--- src/rtl/ecc_mode_pkg.sv ---
`timescale 1ns/1ps
package ecc_mode_pkg;
   typedef enum logic [2:0] {
      MODE_OFF     = 3'b000,
      MODE_DETECT  = 3'b001,
      MODE_CORRECT = 3'b010,
      MODE_DIAG    = 3'b011
   } ecc_mode_e;

   localparam int unsigned REG_W      = 32;
   localparam int unsigned MODE_LSB   = 0;
   localparam int unsigned SEN_BIT    = 3;
   localparam int unsigned MEN_BIT    = 4;
   localparam int unsigned DCHK_LSB   = 8;
endpackage

--- src/rtl/ecc_cfg_reg.sv ---
`timescale 1ns/1ps
module ecc_cfg_reg
   import ecc_mode_pkg::*;
#(
   parameter int unsigned CHK_W = 8
) (
   input  logic                 clk,
   input  logic                 rst_n,
   input  logic                 we,
   input  logic [REG_W-1:0]     wdata,
   output logic [REG_W-1:0]     rdata,
   output logic [2:0]           mode,
   output logic                 single_en,
   output logic                 multi_en,
   output logic [CHK_W-1:0]     diag_chk
);
   localparam int unsigned DCHK_MSB = DCHK_LSB + CHK_W - 1;

   if (DCHK_MSB >= REG_W) begin : g_bad_width
      $error("diagnostic check field does not fit the register");
   end

   always_ff @(posedge clk) begin
      if (!rst_n) begin
         mode      <= '0;
         single_en <= 1'b0;
         multi_en  <= 1'b0;
         diag_chk  <= '0;
      end else if (we) begin
         mode      <= wdata[MODE_LSB +: 3];
         single_en <= wdata[SEN_BIT];
         multi_en  <= wdata[MEN_BIT];
         diag_chk  <= wdata[DCHK_LSB +: CHK_W];
      end
   end

   always_comb begin
      rdata                      = '0;
      rdata[MODE_LSB +: 3]       = mode;
      rdata[SEN_BIT]             = single_en;
      rdata[MEN_BIT]             = multi_en;
      rdata[DCHK_LSB +: CHK_W]   = diag_chk;
   end

   logic unused_bits;
   assign unused_bits = ^{wdata[REG_W-1:DCHK_MSB+1], wdata[DCHK_LSB-1:MEN_BIT+1]};
endmodule

--- src/rtl/ecc_enc.sv ---
`timescale 1ns/1ps
module ecc_enc #(
   parameter int unsigned DATA_W = 64,
   parameter int unsigned CHK_W  = 8
) (
   input  logic [DATA_W-1:0] data,
   output logic [CHK_W-1:0]  check
);
   localparam int unsigned HAM_W = CHK_W - 1;

   if ((1 << HAM_W) < DATA_W + HAM_W + 1) begin : g_bad_code
      $error("too few check bits for the data width");
   end

   function automatic int unsigned pos_of(int unsigned idx);
      int unsigned n = 0;
      int unsigned r = 0;
      for (int unsigned q = 1; q < (1 << HAM_W); q++) begin
         if ((q & (q - 1)) != 0) begin
            if (n == idx) r = q;
            n++;
         end
      end
      return r;
   endfunction

   logic [HAM_W-1:0] ham;

   for (genvar k = 0; k < HAM_W; k++) begin : g_chk
      logic [DATA_W-1:0] sel;
      for (genvar j = 0; j < DATA_W; j++) begin : g_sel
         localparam int unsigned P = pos_of(j);
         assign sel[j] = ((P >> k) & 1) != 0 ? data[j] : 1'b0;
      end
      assign ham[k] = ^sel;
   end

   assign check = {(^data) ^ (^ham), ham};
endmodule

--- src/rtl/ecc_dec.sv ---
`timescale 1ns/1ps
module ecc_dec #(
   parameter int unsigned DATA_W = 64,
   parameter int unsigned CHK_W  = 8
) (
   input  logic [DATA_W-1:0] data_in,
   input  logic [CHK_W-1:0]  check_in,
   input  logic [CHK_W-1:0]  recomputed,
   input  logic              fix_en,
   output logic [DATA_W-1:0] data_out,
   output logic              single,
   output logic              multi
);
   localparam int unsigned HAM_W   = CHK_W - 1;
   localparam int unsigned MAX_POS = DATA_W + HAM_W;

   function automatic int unsigned pos_of(int unsigned idx);
      int unsigned n = 0;
      int unsigned r = 0;
      for (int unsigned q = 1; q < (1 << HAM_W); q++) begin
         if ((q & (q - 1)) != 0) begin
            if (n == idx) r = q;
            n++;
         end
      end
      return r;
   endfunction

   logic [HAM_W-1:0]  syn;
   logic              par_odd;
   logic              in_range;
   logic [DATA_W-1:0] flip;

   assign syn      = recomputed[HAM_W-1:0] ^ check_in[HAM_W-1:0];
   assign par_odd  = (^data_in) ^ (^check_in);
   assign in_range = 32'(syn) <= MAX_POS;
   assign single   = par_odd && in_range;
   assign multi    = (par_odd && !in_range) || (!par_odd && (syn != '0));

   for (genvar j = 0; j < DATA_W; j++) begin : g_fix
      localparam int unsigned P = pos_of(j);
      assign flip[j] = fix_en && single && (32'(syn) == P);
   end

   assign data_out = data_in ^ flip;

   logic unused_top;
   assign unused_top = recomputed[CHK_W-1];

   always_comb begin
      assert ($onehot0(flip));
   end
endmodule

--- src/rtl/ecc_irq_flag.sv ---
`timescale 1ns/1ps
module ecc_irq_flag (
   input  logic clk,
   input  logic rst_n,
   input  logic hit,
   input  logic enable,
   input  logic clr,
   output logic flag
);
   always_ff @(posedge clk) begin
      if (!rst_n)              flag <= 1'b0;
      else if (hit && enable)  flag <= 1'b1;
      else if (clr)            flag <= 1'b0;
   end

   AST_FLAG_SET:  assert property (@(posedge clk) disable iff (!rst_n)
      hit && enable |=> flag);
   AST_FLAG_HOLD: assert property (@(posedge clk) disable iff (!rst_n)
      flag && !clr |=> flag);
   AST_FLAG_CLR:  assert property (@(posedge clk) disable iff (!rst_n)
      clr && !(hit && enable) |=> !flag);
   AST_FLAG_MASK: assert property (@(posedge clk) disable iff (!rst_n)
      $rose(flag) |-> $past(enable));
endmodule

--- src/rtl/ecc_mode_ctrl.sv ---
`timescale 1ns/1ps
module ecc_mode_ctrl
   import ecc_mode_pkg::*;
#(
   parameter int unsigned DATA_W = 64,
   parameter int unsigned CHK_W  = 8
) (
   input  logic              clk,
   input  logic              rst_n,
   input  logic              cfg_we,
   input  logic [31:0]       cfg_wdata,
   output logic [31:0]       cfg_rdata,
   input  logic [DATA_W-1:0] wr_data,
   output logic [CHK_W-1:0]  wr_check,
   input  logic              rd_valid,
   input  logic [DATA_W-1:0] rd_data_in,
   input  logic [CHK_W-1:0]  rd_check_in,
   output logic [DATA_W-1:0] rd_data_out,
   output logic              rd_err_single,
   output logic              rd_err_multi,
   input  logic              irq_clr_single,
   input  logic              irq_clr_multi,
   output logic              irq_single,
   output logic              irq_multi
);
   localparam int unsigned N_IRQ = 2;

   logic [2:0]        mode;
   logic              single_en, multi_en;
   logic [CHK_W-1:0]  diag_chk;
   logic [CHK_W-1:0]  gen_wr, gen_rd;
   logic              dec_single, dec_multi;
   logic [DATA_W-1:0] dec_data;
   logic              active, fixing;

   ecc_cfg_reg #(.CHK_W(CHK_W)) u_reg (
      .clk(clk), .rst_n(rst_n), .we(cfg_we), .wdata(cfg_wdata),
      .rdata(cfg_rdata), .mode(mode), .single_en(single_en),
      .multi_en(multi_en), .diag_chk(diag_chk));

   ecc_enc #(.DATA_W(DATA_W), .CHK_W(CHK_W)) u_enc_wr (
      .data(wr_data), .check(gen_wr));

   ecc_enc #(.DATA_W(DATA_W), .CHK_W(CHK_W)) u_enc_rd (
      .data(rd_data_in), .check(gen_rd));

   assign active = (mode == MODE_DETECT) || (mode == MODE_CORRECT) || (mode == MODE_DIAG);
   assign fixing = (mode == MODE_CORRECT);

   ecc_dec #(.DATA_W(DATA_W), .CHK_W(CHK_W)) u_dec (
      .data_in(rd_data_in), .check_in(rd_check_in), .recomputed(gen_rd),
      .fix_en(fixing), .data_out(dec_data), .single(dec_single), .multi(dec_multi));

   always_comb begin
      unique case (mode)
         MODE_DETECT, MODE_CORRECT: wr_check = gen_wr;
         MODE_DIAG:                 wr_check = diag_chk;
         default:                   wr_check = '0;
      endcase
   end

   assign rd_data_out   = fixing ? dec_data : rd_data_in;
   assign rd_err_single = rd_valid && active && dec_single;
   assign rd_err_multi  = rd_valid && active && dec_multi;

   logic [N_IRQ-1:0] hits, ens, clrs, flags;
   assign hits = {rd_err_multi, rd_err_single};
   assign ens  = {multi_en, single_en};
   assign clrs = {irq_clr_multi, irq_clr_single};

   for (genvar i = 0; i < N_IRQ; i++) begin : g_irq
      ecc_irq_flag u_flag (
         .clk(clk), .rst_n(rst_n), .hit(hits[i]), .enable(ens[i]),
         .clr(clrs[i]), .flag(flags[i]));
   end

   assign irq_single = flags[0];
   assign irq_multi  = flags[1];

   AST_ONE_CLASS:    assert property (@(posedge clk) disable iff (!rst_n)
      !(rd_err_single && rd_err_multi));
   AST_OFF_PASS:     assert property (@(posedge clk) disable iff (!rst_n)
      !active |-> (rd_data_out == rd_data_in) && !rd_err_single && !rd_err_multi);
   AST_DETECT_NOFIX: assert property (@(posedge clk) disable iff (!rst_n)
      (mode == MODE_DETECT || mode == MODE_DIAG) |-> rd_data_out == rd_data_in);
   AST_MULTI_KEEP:   assert property (@(posedge clk) disable iff (!rst_n)
      rd_err_multi |-> rd_data_out == rd_data_in);
   AST_RSVD_ZERO:    assert property (@(posedge clk) disable iff (!rst_n)
      $past(cfg_we) |-> cfg_rdata[7:5] == 3'b000 && cfg_rdata[31:16] == 16'h0);
endmodule

--- config.mk ---
export PLATFORM = sky130hd
export DESIGN_NAME = ecc_mode_ctrl
export DESIGN_NICKNAME = d
export VERILOG_FILES = /design/src/rtl/ecc_mode_pkg.sv /design/src/rtl/ecc_cfg_reg.sv /design/src/rtl/ecc_enc.sv /design/src/rtl/ecc_dec.sv /design/src/rtl/ecc_irq_flag.sv /design/src/rtl/ecc_mode_ctrl.sv
export SDC_FILE = /design/constraint.sdc
export NUM_CORES = 1
export LEC_CHECK = 0
export BUFFER_PORTS_ARGS = -buffer_cell sky130_fd_sc_hd__buf_2
export CORE_AREA = 2 2 109 111
export DETAILED_ROUTE_END_ITERATION = 8
export DIE_AREA = 0 0 111 113
export GPL_ROUTABILITY_DRIVEN = 0
export PLACE_DENSITY = 0.76
export SYNTH_ARGS = -nofsm -noshare
export SYNTH_HDL_FRONTEND = slang
export SYNTH_SLANG_ARGS = --single-unit
--- constraint.sdc ---
create_clock -name clk -period 5.4 [get_ports clk]
set_input_delay 1.08 -clock clk [delete_from_list [all_inputs] [get_ports clk]]
set_output_delay 1.08 -clock clk [all_outputs]
set_load 0.05 [all_outputs]
==> results_dict.tcl <==
set metrics [dict create \
    outcome "finished, final reports clean" \
    synth.area.top_cells "xnor2_1 35%, xnor3_1 24%, xor2_1 9.3%" \
    fmax_ghz 0.188 \
    overflow 0 \
    reg2reg_slack_ps 3760 \
    wl_per_cell_um 16.6 \
    peakVddDrop_mv 0.368 \
    synth.cell_area_um2 4820 \
    yosys.area_share.xor_xnor_pct 69.1 \
    antenna_found_initial 0 \
    setup_tns_ps 0 \
    slew_viol_final 0 \
    synth_top_family_by_area "XOR/XNOR gates" \
    cts_tree "built" \
    route.detailed.drc 0 \
    fin_crit_sh_pct 98.3 \
    endpoint_kind "output pin" \
    synth-edff-count 0 \
    cts_buffers 3 \
    synthCells 526 \
    rsz0062_at_grt "yes" \
    dieWidth_um 111 \
    grt_use_met3_pct 3.16 \
    gr-usage-met1_pct 24.0 \
    crit_required_ps 4320 \
    grt_pass1_wl_mm 22.9 \
    dp_hpwl_mm 13.6 \
    cp.arrival_ps 4230 \
    drt_wl_total_mm 15.4 \
    floorplan.initialDensity_pct 42.8 \
    critPathLaunch "rd_data_in[55]" \
    core_area_um2 11300 \
    postRouteAntennaNets 0 \
    synth.yosys.seq_area_share_pct 6.23 \
    p_per_area_nw_per_um2 499 \
    yosys.area.top_type_share_pct 34.7 \
    placed_cells_incl_taps 923 \
    vias_per_cell 4.82 \
    period_needed_ps 5310 \
    finalSetupViolations 0 \
    hold_buffers 0 \
    ys_top_cells_by_count "191 x xnor2_1, 51 x nand2_1, 51 x xnor3_1, 51 x xor2_1, 38 x nor2_1" \
    r2r_start "u_reg.mode[1]" \
    synth.area.mux_share_pct 3.40 \
    ys_warn_count 0 \
    cap_violations 0 \
    cts_setup_buffers 0 \
    gr-max-usage-layer "met2" \
    clkTransAtPathRegs_ps 50 \
    synth_compound_area_share_pct 2.41 \
    numPortBuffers 243 \
    synth_seq_cells 15 \
    min_from "u_reg.diag_chk[3]" \
    synth.most_common_cell "xnor2_1" \
    cts_repair_resize_count 0 \
    hold_viol 0 \
    h-tree-depth 1 \
    via_count 4469 \
    skew_ps 1.01 \
    synthAdderAreaFrac_pct 0 \
    final_cells 927 \
    root_buffer "clkbuf_16" \
    fp.dieArea_um2 12500 \
    clkLatencyLatePin_ps 250 \
    grt_pass1_vias 4476 \
    max-slew-margin-rel_pct 49.1 \
    die_h_um 113 \
    synth_largest_area_cell "xnor2_1" \
    p_leak_nw 3.13 \
    synth_async_sr_flop_share_pct 0 \
    avgSynthCellArea_um2 9.17 \
    startpoint_type "input pin" \
    synthToLayoutAreaGrowth_pct 33.1 \
    layout.nets 959 \
    antennaDiodeCount 0 \
    synthSimpleGateAreaFrac_pct 14.8 \
    cts.sinks 15 \
    synth_cell_types 37 \
    grtUsageMet2_pct 47.6 \
    drive_gt1_share_pct 36.5 \
    crit_type "input pin to output pin" \
    drt_iter0_markers 150 \
    crit_path_max_fanout 4 \
    rows 39 \
    grt_max_degree 22 \
    clock_path_buffers 2 \
    track_usage_pct 23.1 \
    worstMarginPinSlew_ps 760 \
    ioPinCount 282 \
    hold_class "flip-flop to flip-flop" \
    firstDrtPassIters 4 \
    dominantRegCellSynth "dfxtp_1" \
    total_power_mw 3.20 \
    num-fill-cells 1042 \
]
==> cell usage in the layout (no fill, tap or decap), drive strengths merged <==
cell / synthesis / routed
a311oi: 1 / 1
or4: 1 / 1
or3b: 2 / 2
mux2i: 13 / 13
clkbuf: 7 / 9
nor3: 11 / 11
a22oi: 2 / 2
nand2: 51 / 51
conb: 1 / 19
a21oi: 8 / 8
mux2: 3 / 3
inv: 1 / 1
xnor2: 192 / 192
buf: 22 / 260
nand4: 2 / 2
o211ai: 1 / 1
nor2: 38 / 38
xor2: 51 / 51
dfxtp: 15 / 15
or2: 1 / 1
and2: 4 / 4
nor2b: 24 / 24
nand2b: 5 / 5
o21ai: 6 / 6
nand3: 4 / 4
o21a: 2 / 2
nor4: 1 / 1
nand3b: 2 / 2
xnor3: 53 / 53
nor3b: 2 / 2
==> path summary, 6_finish.rpt <==
| path | endpoint | depth (start not counted) |
|---|---|---|
| max reg2reg | g_irq[1].u_flag.flag | 4 |
| min reg2reg | u_reg.diag_chk[3] | 2 |
| min | u_reg.diag_chk[3] | 2 |
| max | rd_data_out[21] | 10 |
==> layout make-up <==
type	count	area (µm²)	area share, %
inverters	1	3.75	0.0585
flip-flops and latches	15	300	4.68
multi-input cells	499	4450	69.2
well taps	143	179	2.79
repair buffers	265	1410	22.0
clock buffers	4	78.8	1.23
==> kinds of logic (layout without fill, tap and decap cells) <==
logic type             count (synthesis)  after routing
XOR/XNOR                             296            296
AND/OR/NAND/NOR                      148            148
buffers and inverters                 30            270
AO/OA/AOI/OAI                         20             20
multiplexers                          16             16
flip-flops                            15             15
other                                  1             19
==> stage by stage <==
step	area [µm²]	hold slack, ps	util [%]	setup WS (ps)
finish	6420	540	57.0	93.5
global placement	6280	525	55.7	121
global route	6420	563	57.0	-11.8
floorplan	4900	499	-	26.2
CTS	6360	544	56.4	55.8
detailed placement	6280	534	55.7	58.1
==> sequential cells by signal, summed over array words and instances (netlist names) <==
name and count:
g_irq.u_flag.flag 2, u_reg.diag_chk 8, u_reg.mode 3, u_reg.multi_en 1, u_reg.single_en 1
==> critical path: stages <==
cell	delay, ps
buf_2	150
xnor2_1	270
xnor3_1	460
xnor3_1	450
xnor2_1	210
or4_1	630
nor3_2	330
nand2_1	140
xnor2_1	210
buf_2	300
==> power by group <==
part | total (mW) | leakage, nW | internal (mW) | switching [mW]
registers | 0.127 | 0.123 | 0.117 | 0.00937
clock network | 0.146 | 0.0382 | 0.100 | 0.0461
logic | 2.93 | 2.97 | 1.33 | 1.60
total | 3.20 | 3.13 | 1.55 | 1.66
==> layer usage <==
layer | wire [µm] | vias to the layer above
li1 | - | 2173
met1 | 5570 | 2064
met2 | 8400 | 209
met3 | 988 | 23
met4 | 399 | 0
met5 | 0 | -
Note: power is estimated with default switching activity, not from simulation.
